### config.mk
export PLATFORM = sky130hd
export DESIGN_NAME = fw_image_check
export DESIGN_NICKNAME = d
export VERILOG_FILES = /design/src/rtl/fwic_pkg.sv /design/src/rtl/fwic_crc.sv /design/src/rtl/fwic_locate.sv /design/src/rtl/fwic_judge.sv /design/src/rtl/fw_image_check.sv
export SDC_FILE = /design/constraint.sdc
export NUM_CORES = 1
export LEC_CHECK = 0
export CAP_MARGIN = 15
export CORE_MARGIN = 4
export CORE_UTILIZATION = 55
export DETAILED_ROUTE_END_ITERATION = 10
export PLACE_DENSITY = 0.78
export SLEW_MARGIN = 20
export SYNTH_ARGS = -nofsm -noshare
export SYNTH_HDL_FRONTEND = slang
export SYNTH_SLANG_ARGS = --single-unit
export TNS_END_PERCENT = 30
### constraint.sdc
create_clock -name clk -period 6.25 [get_ports clk]
set_input_delay 1.875 -clock clk [delete_from_list [all_inputs] [get_ports clk]]
set_output_delay 1.875 -clock clk [all_outputs]
set_load 0.05 [all_outputs]
### src/rtl/fwic_pkg.sv
package fwic_pkg;

  typedef enum logic [2:0] {
    ERR_NONE  = 3'd0,
    ERR_CRC   = 3'd1,
    ERR_PTR   = 3'd2,
    ERR_HDR   = 3'd3,
    ERR_ALIGN = 3'd4,
    ERR_BOUND = 3'd5,
    ERR_VER   = 3'd6
  } fwic_err_e;

  localparam int PTR_AT     = 8;       // low pointer byte position
  localparam int PTR_SHIFT  = 12;
  localparam int HDR_REL    = 'h300;   // header distance from base
  localparam int FLD_W      = 24;
  localparam int FLD_BYTES  = FLD_W / 8;
  localparam int NUM_FLD    = 4;
  localparam int HDR_BYTES  = FLD_BYTES * NUM_FLD;
  localparam int VER_REL    = 'h200;   // version distance from data section
  localparam int VER_LEN    = 64;
  localparam logic [15:0] CRC_POLY = 16'h1021;

  // one byte of CRC-16, bit-serial, msb first
  function automatic logic [15:0] crc16_step(input logic [15:0] c, input logic [7:0] b);
    logic [15:0] r;
    logic        fb;
    r = c;
    for (int i = 7; i >= 0; i--) begin
      fb = r[15] ^ b[i];
      r  = {r[14:0], 1'b0};
      if (fb) r = r ^ CRC_POLY;
    end
    return r;
  endfunction

endpackage

### src/rtl/fwic_crc.sv
module fwic_crc
  import fwic_pkg::*;
(
  input  logic        clk,
  input  logic        rst,
  input  logic        clr,
  input  logic        body_en,
  input  logic        trl_hi_en,
  input  logic        trl_lo_en,
  input  logic [7:0]  din,
  output logic [15:0] crc,
  output logic [15:0] trailer
);

  always_ff @(posedge clk) begin
    if (rst || clr) begin
      crc     <= '0;
      trailer <= '0;
    end else begin
      if (body_en)   crc           <= crc16_step(crc, din);
      if (trl_hi_en) trailer[15:8] <= din;
      if (trl_lo_en) trailer[7:0]  <= din;
    end
  end


  trailer_freezes_crc_chk: assert property (@(posedge clk) disable iff (rst)
    (trl_hi_en && !clr) |=> $stable(crc));

endmodule

### src/rtl/fwic_locate.sv
module fwic_locate
  import fwic_pkg::*;
#(
  parameter int LEN_W = 32
) (
  input  logic             clk,
  input  logic             rst,
  input  logic             clr,
  input  logic             byte_en,
  input  logic [LEN_W-1:0] pos,
  input  logic [7:0]       din,
  output logic [LEN_W-1:0] base,
  output logic [LEN_W-1:0] hdr_start,
  output logic [FLD_W-1:0] i_off,
  output logic [FLD_W-1:0] i_sz,
  output logic [FLD_W-1:0] d_off,
  output logic [FLD_W-1:0] d_sz,
  output logic [LEN_W-1:0] ver_pos,
  output logic             hdr_done,
  output logic             ver_seen,
  output logic [7:0]       ver_byte
);

  localparam int IDX_W = $clog2(HDR_BYTES);
  localparam int BUF_D = 1 << IDX_W;

  logic [15:0]      ptr_q;
  logic             ptr_done;
  logic [7:0]       hdr_buf [BUF_D];
  logic [IDX_W-1:0] hdr_idx;
  logic             in_hdr;
  logic [FLD_W-1:0] fld [NUM_FLD];

  assign base      = LEN_W'({ptr_q, {PTR_SHIFT{1'b0}}});
  assign hdr_start = base + LEN_W'(HDR_REL);
  assign hdr_idx   = IDX_W'(pos - hdr_start);
  assign in_hdr    = byte_en && ptr_done && (pos >= hdr_start) &&
                     (pos < hdr_start + LEN_W'(HDR_BYTES));

  // pointer capture
  always_ff @(posedge clk) begin
    if (rst || clr) begin
      ptr_q    <= '0;
      ptr_done <= 1'b0;
    end else if (byte_en) begin
      if (pos == LEN_W'(PTR_AT))     ptr_q[7:0]  <= din;
      if (pos == LEN_W'(PTR_AT + 1)) begin
        ptr_q[15:8] <= din;
        ptr_done    <= 1'b1;
      end
    end
  end

  // header byte buffer, no reset so it maps to distributed RAM
  always_ff @(posedge clk) begin
    if (in_hdr) hdr_buf[hdr_idx] <= din;
  end

  always_ff @(posedge clk) begin
    if (rst || clr) hdr_done <= 1'b0;
    else if (in_hdr && hdr_idx == IDX_W'(HDR_BYTES - 1)) hdr_done <= 1'b1;
  end

  // little-endian 24-bit field decode, zero until the header is complete
  for (genvar f = 0; f < NUM_FLD; f++) begin : g_fld
    always_comb begin
      fld[f] = '0;
      if (hdr_done)
        for (int k = 0; k < FLD_BYTES; k++)
          fld[f][8*k +: 8] = hdr_buf[f*FLD_BYTES + k];
    end
  end

  assign i_off = fld[0];
  assign i_sz  = fld[1];
  assign d_off = fld[2];
  assign d_sz  = fld[3];

  assign ver_pos = base + LEN_W'(d_off) + LEN_W'(VER_REL);

  always_ff @(posedge clk) begin
    if (rst || clr) begin
      ver_seen <= 1'b0;
      ver_byte <= '0;
    end else if (byte_en && hdr_done && !ver_seen && pos == ver_pos) begin
      ver_seen <= 1'b1;
      ver_byte <= din;
    end
  end


  hdr_after_ptr_chk: assert property (@(posedge clk) disable iff (rst)
    hdr_done |-> ptr_done);


  ver_after_hdr_chk: assert property (@(posedge clk) disable iff (rst)
    ver_seen |-> hdr_done);

endmodule

### src/rtl/fwic_judge.sv
module fwic_judge
  import fwic_pkg::*;
#(
  parameter int LEN_W = 32
) (
  input  logic             clk,
  input  logic             rst,
  input  logic             fin,
  input  logic             short_img,
  input  logic [LEN_W-1:0] len,
  input  logic [15:0]      crc,
  input  logic [15:0]      trailer,
  input  logic [LEN_W-1:0] base,
  input  logic [LEN_W-1:0] hdr_start,
  input  logic [FLD_W-1:0] i_off,
  input  logic [FLD_W-1:0] i_sz,
  input  logic [FLD_W-1:0] d_off,
  input  logic [FLD_W-1:0] d_sz,
  input  logic [LEN_W-1:0] ver_pos,
  input  logic             ver_seen,
  input  logic [7:0]       ver_byte,
  output logic             done,
  output logic             pass,
  output logic [2:0]       err_code,
  output logic [LEN_W-1:0] iram_off,
  output logic [FLD_W-1:0] iram_size,
  output logic [LEN_W-1:0] dram_off,
  output logic [FLD_W-1:0] dram_size
);

  localparam int SUM_W = LEN_W + 2;

  logic [SUM_W-1:0] lenx;
  logic [LEN_W-1:0] i_abs, d_abs;
  logic e_crc, e_ptr, e_hdr, e_aln, e_bnd, e_ver;
  fwic_err_e code;

  assign lenx  = SUM_W'(len);
  assign i_abs = base + LEN_W'(i_off);
  assign d_abs = base + LEN_W'(d_off);

  assign e_crc = short_img || (crc != trailer);
  assign e_ptr = len < LEN_W'(PTR_AT + 2);
  assign e_hdr = (SUM_W'(hdr_start) + SUM_W'(HDR_BYTES)) > lenx;
  assign e_aln = (|i_sz[1:0]) || (|d_sz[1:0]);
  assign e_bnd = ((SUM_W'(i_abs) + SUM_W'(i_sz)) > lenx) ||
                 ((SUM_W'(d_abs) + SUM_W'(d_sz)) > lenx);
  assign e_ver = ((SUM_W'(ver_pos) + SUM_W'(VER_LEN)) > lenx) ||
                 !ver_seen || (ver_byte == 8'h00);

  always_comb begin
    if      (e_crc) code = ERR_CRC;
    else if (e_ptr) code = ERR_PTR;
    else if (e_hdr) code = ERR_HDR;
    else if (e_aln) code = ERR_ALIGN;
    else if (e_bnd) code = ERR_BOUND;
    else if (e_ver) code = ERR_VER;
    else            code = ERR_NONE;
  end

  always_ff @(posedge clk) begin
    if (rst) begin
      done      <= 1'b0;
      pass      <= 1'b0;
      err_code  <= '0;
      iram_off  <= '0;
      iram_size <= '0;
      dram_off  <= '0;
      dram_size <= '0;
    end else begin
      done <= fin;
      if (fin) begin
        err_code  <= code;
        pass      <= (code == ERR_NONE);
        iram_off  <= i_abs;
        iram_size <= i_sz;
        dram_off  <= d_abs;
        dram_size <= d_sz;
      end
    end
  end


  result_hold_chk: assert property (@(posedge clk) disable iff (rst)
    !done |-> ($stable(err_code) && $stable(pass) && $stable(iram_off) &&
               $stable(dram_off) && $stable(iram_size) && $stable(dram_size)));


  aligned_pass_chk: assert property (@(posedge clk) disable iff (rst)
    (done && pass) |-> (iram_size[1:0] == 2'b00 && dram_size[1:0] == 2'b00));

endmodule

### src/rtl/fw_image_check.sv
module fw_image_check
  import fwic_pkg::*;
#(
  parameter int LEN_W = 32
) (
  input  logic             clk,
  input  logic             rst,
  input  logic             start,
  input  logic [LEN_W-1:0] img_len,
  input  logic             in_valid,
  input  logic [7:0]       in_byte,
  output logic             done,
  output logic             pass,
  output logic [2:0]       err_code,
  output logic [LEN_W-1:0] iram_off,
  output logic [23:0]      iram_size,
  output logic [LEN_W-1:0] dram_off,
  output logic [23:0]      dram_size
);

  logic             active_q, fin_q, short_q;
  logic [LEN_W-1:0] pos_q, len_q;
  logic             byte_en, last_byte;
  logic [15:0]      crc, trailer;
  logic [LEN_W-1:0] base, hdr_start, ver_pos;
  logic [FLD_W-1:0] i_off, i_sz, d_off, d_sz;
  logic             hdr_done, ver_seen;
  logic [7:0]       ver_byte;

  assign byte_en   = active_q && in_valid && !start;
  assign last_byte = (pos_q == len_q - LEN_W'(1));

  always_ff @(posedge clk) begin
    if (rst) begin
      active_q <= 1'b0;
      fin_q    <= 1'b0;
      short_q  <= 1'b0;
      pos_q    <= '0;
      len_q    <= '0;
    end else begin
      fin_q <= 1'b0;
      if (start) begin
        len_q    <= img_len;
        pos_q    <= '0;
        active_q <= (img_len >= LEN_W'(2));
        short_q  <= (img_len <  LEN_W'(2));
        fin_q    <= (img_len <  LEN_W'(2));
      end else if (byte_en) begin
        pos_q <= pos_q + LEN_W'(1);
        if (last_byte) begin
          active_q <= 1'b0;
          fin_q    <= 1'b1;
        end
      end
    end
  end

  fwic_crc u_crc (
    .clk       (clk),
    .rst       (rst),
    .clr       (start),
    .body_en   (byte_en && (pos_q < len_q - LEN_W'(2))),
    .trl_hi_en (byte_en && (pos_q == len_q - LEN_W'(2))),
    .trl_lo_en (byte_en && last_byte),
    .din       (in_byte),
    .crc       (crc),
    .trailer   (trailer)
  );

  fwic_locate #(.LEN_W(LEN_W)) u_locate (
    .clk       (clk),
    .rst       (rst),
    .clr       (start),
    .byte_en   (byte_en),
    .pos       (pos_q),
    .din       (in_byte),
    .base      (base),
    .hdr_start (hdr_start),
    .i_off     (i_off),
    .i_sz      (i_sz),
    .d_off     (d_off),
    .d_sz      (d_sz),
    .ver_pos   (ver_pos),
    .hdr_done  (hdr_done),
    .ver_seen  (ver_seen),
    .ver_byte  (ver_byte)
  );

  fwic_judge #(.LEN_W(LEN_W)) u_judge (
    .clk       (clk),
    .rst       (rst),
    .fin       (fin_q),
    .short_img (short_q),
    .len       (len_q),
    .crc       (crc),
    .trailer   (trailer),
    .base      (base),
    .hdr_start (hdr_start),
    .i_off     (i_off),
    .i_sz      (i_sz),
    .d_off     (d_off),
    .d_sz      (d_sz),
    .ver_pos   (ver_pos),
    .ver_seen  (ver_seen),
    .ver_byte  (ver_byte),
    .done      (done),
    .pass      (pass),
    .err_code  (err_code),
    .iram_off  (iram_off),
    .iram_size (iram_size),
    .dram_off  (dram_off),
    .dram_size (dram_size)
  );


  done_pulse_chk: assert property (@(posedge clk) disable iff (rst)
    done |=> !done);


  done_source_chk: assert property (@(posedge clk) disable iff (rst)
    done |-> $past(fin_q));


  pos_bound_chk: assert property (@(posedge clk) disable iff (rst)
    active_q |-> (pos_q < len_q));

endmodule

==> metrics.csv, run 1 <==
stage,metric,value,unit
status,status,completed,
worst_setup_path,worstReg2RegEnd,u_judge.pass,
hold_path,hold_end,u_locate.ver_byte[0],
pwr,power_density,187,mW/mm^2
floorplan,die-area,0.0457,mm^2
synth,yosysMostFrequentCell,nor2_1,
pwr,p_leak,11.5,nW
global_route,grt_pass1_wl,117,mm
worst_setup_path,worstPathCellList,and2_1 > ha_2 > fa_2 > a211oi_4 > o21bai_4 > a2111oi_4 > nor3_2 > or4_4 > or4b_4 > xnor2_2 > or3b_4 > xnor2_1 > ha_1 > a21o_1 > a21o_1 > a21o_1 > a21oi_2 > o21ai_1 > o31a_1 > a21oi_1 > o31ai_2 > or3b_4 > o32ai_2,
placement,dp.cells,3230,
synth,synth-seq-area-share,32.8,%
placement,dp_hpwl,59.4,mm
worst_setup_path,r2r-start,u_locate.hdr_done,
synth,postSynthCellCount,2573,
global_route,globalRouteTotalUtil,33.4,%
clock_tree,root_buffer,clkbuf_16,
cells_and_area,area_growth,16.8,%
worst_setup_path,cp.arrival,6.56,ns
floorplan,initial_core_util,55.6,%
cells_and_area,fillers,3479,
cells_and_area,post-route-util,64.9,%
worst_setup_path,crit_path_end_kind,flip-flop,
timing,fmax,164,MHz
synth,synth_ff_type,dfxtp_1,
floorplan,io_pins,161,
synth,yosys_warnings,0,
routing,ant_nets,0,
timing,fin_setup_tns,0,ns
clock_tree,hold_buffers,0,
worst_setup_path,path_common_cell,a21o_1,
hold_path,min-delay-start,u_locate.ver_byte[0],
synth,syn_area,0.0233,mm^2
worst_setup_path,rrSetupSlack,0.16,ns
synth,synth.area.top_cells,"dfxtp_1, ha_1, edfxtp_1",
timing,hold_viol,0,
routing,drc,0,
clock_tree,htree_levels,2,
placement,gp_congestion,1.03,
global_route,grt_max_degree,79,
hold_path,min_delay_path_depth,2,
synth,synth.distinct_cells,90,
routing,vias,20500,
cells_and_area,nNetsFinal,3021,
worst_setup_path,crit_type,flip-flop to flip-flop,
synth,synth_top_area_share,20.4,%
routing,via_per_inst,6.20,
routing,drt_iter0_drc,1981,
timing,tightest_slew,1.09,ns
cells_and_area,drive_above_1_share,8.25,%
routing,wirelength,78.3,mm
routing,dr.pass1.iters,7,
floorplan,die-height,214,um
floorplan,fp.coreArea,0.0419,mm^2
timing,clock-skew-final,0.0248,ns
clock_tree,clkSinkCount,333,
worst_setup_path,critPathLaunchType,flip-flop,
floorplan,die_w,214,um
floorplan,rows,75,
flow_run,maxCapViolCount,0,
worst_setup_path,ff2ff_path_depth,23,
clock_tree,clk_latency,0.57,ns
synth,ys_top_cells_by_count,"nor2_1, ha_1, dfxtp_1, mux2i_1, xnor2_1",
clock_tree,cts_buffers,38,
global_route,first_global_vias,20100,
worst_setup_path,critPathRequiredTime,6.72,ns
synth,synth_edf_count,96,
clock_tree,tritoncts,built,
cells_and_area,insertedDiodeCount,0,
synth,synthArstFlopShare,0,%
worst_setup_path,critical_path.max_fanout,8,
worst_setup_path,critPathSlowestCell,or4_4,
placement,io_buffers,154,
synth,avgSynthCellArea,9.04,um^2
pwr,irDropWorstVdd,0.209,mV
pwr,total_power,5.09,mW
timing,fin_crit,6.09,ns
routing,routedWlPerCell,23.7,um
timing,setup_viol,0,
global_route,grt-ovfl-total,0,
clock_tree,clkTransAtPathRegs,0.06,ns
timing,fin_crit_sh,97.4,%
synth,synth_seq_cells,333,
cells_and_area,final_cell_count_no_fill,3303,
timing,timing.slew.headroom,27.0,%
synth,yosysTopAreaCell,dfxtp_1,
global_route,antenna_found_initial,2,
clock_tree,cts_max_path_buffers,3,
timing,slew_violations,0,
worst_setup_path,critical-path-max-stage-delay,0.64,ns
hold_path,hp-class,flip-flop to flip-flop,
## flip-flops by register name, summed over array words and instances, names as in the netlist
register and count:
u_judge.dram_size 24, u_locate.ver_byte 8, u_judge.iram_size 24, u_judge.done 1, u_crc.crc 16, u_judge.err_code 3, fin_q 1, u_locate.ptr_q 16
u_judge.dram_off 29, u_locate.ver_seen 1, u_judge.iram_off 29, active_q 1, pos_q 32, u_locate.hdr_buf 96, u_locate.ptr_done 1, u_locate.hdr_done 1
u_crc.trailer 16, u_judge.pass 1, len_q 32, short_q 1
## power breakdown
| part | internal, mW | leakage, nW | switching (mW) | total (mW) |
|---|---|---|---|---|
| Clock | 1.37 | 0.624 | 0.964 | 2.34 |
| Sequential | 2.23 | 2.78 | 0.0346 | 2.27 |
| Combinational | 0.179 | 8.12 | 0.308 | 0.487 |
| Total | 3.78 | 11.5 | 1.31 | 5.09 |
## per-stage QoR
step	hold WS (ns)	setup slack [ns]	area, um^2
after global placement	0.439	0.221	25600
after CTS	0.457	0.0399	27000
after floorplan	0.428	0.0386	23400
final	0.456	0.161	27200
after detailed placement	0.442	-0.0225	25600
after global routing	0.476	-0.0712	27200
## how the worst max path moves through the flow
stage,startpoint,endpoint,depth (start not counted)
2_1_floorplan,u_locate.hdr_done,u_judge.pass,28
3_3_place_gp,u_locate.hdr_done,u_judge.pass,27
3_5_place_dp,u_locate.hdr_done,u_judge.pass,23
4_1_cts,u_locate.hdr_done,u_judge.pass,27
5_1_grt,u_locate.hdr_done,u_judge.pass,23
6_report,u_locate.hdr_done,u_judge.pass,23
## area by class of cell
cell class / count / area (um^2) / area share (%)
Clock inverter: 21 / 254 / 0.934
Clock buffer: 48 / 1050 / 3.86
Timing Repair Buffer: 237 / 2170 / 8.00
Multi-Input combinational cell: 2022 / 15000 / 55.2
Sequential cell: 333 / 7630 / 28.1
Inverter: 103 / 387 / 1.42
Tap cell: 539 / 674 / 2.48
## repair_timing
item / 4_1_cts / 5_1_grt
pin swaps: 0 / 12
gates cloned: 0 / 0
gates resized for setup: 3 / 45
setup endpoints to repair: 1 / 4
setup buffers: 0 / 4
## critical path: cells and delay by family (launching register included)
kind                       cells  cell delay [ns]
DFF                            1             0.38
xor gates and xnor gates       2             0.32
and+or+nand+nor                6             2.30
adders and majority gates      3             0.79
AOI/OAI and AO/OA             12             2.18
## per-layer routing
metal,GRT usage (%),vias to the layer above,part of all wire (%)
li1,-,9485,-
met1,44.3,9790,41
met2,53.1,975,45
met3,6.44,236,9.0
met4,15.6,2,5.2
met5,0,-,0.017
## cell families (layout without fill, tap and decap cells)
family	Yosys count	after routing	synth area share, %
AO/OA/AOI/OAI	426	426	12.6
XOR/XNOR	259	259	10.0
adder cells (fa/ha/maj)	242	242	13.1
buffers and inverters	227	409	3.83
flip-flops	333	333	32.8
multiplexers	188	188	8.09
other	1	10	0.0161
AND/OR/NAND/NOR	897	897	19.5
## layout by cell type, fill, tap and decap left out, drive strengths merged, types with 96 or more instances in the layout
cell type | Yosys | routed
mux2i | 188 | 188
nand2 | 128 | 128
clkdlybuf4s50 | 0 | 152
nor2 | 314 | 314
dfxtp | 237 | 237
a21o | 97 | 97
edfxtp | 96 | 96
ha | 238 | 238
xnor2 | 166 | 166
a21oi | 101 | 101
inv | 103 | 106
and2 | 107 | 107
Note: power is estimated with default switching activity, not from simulation.
==> run 2: changes to the inputs <==
Settings changed: HOLD_SLACK_MARGIN set to 0.03.
==> results of run 2 <==
Final layout, timing and power as in run 1 (identical DEF).
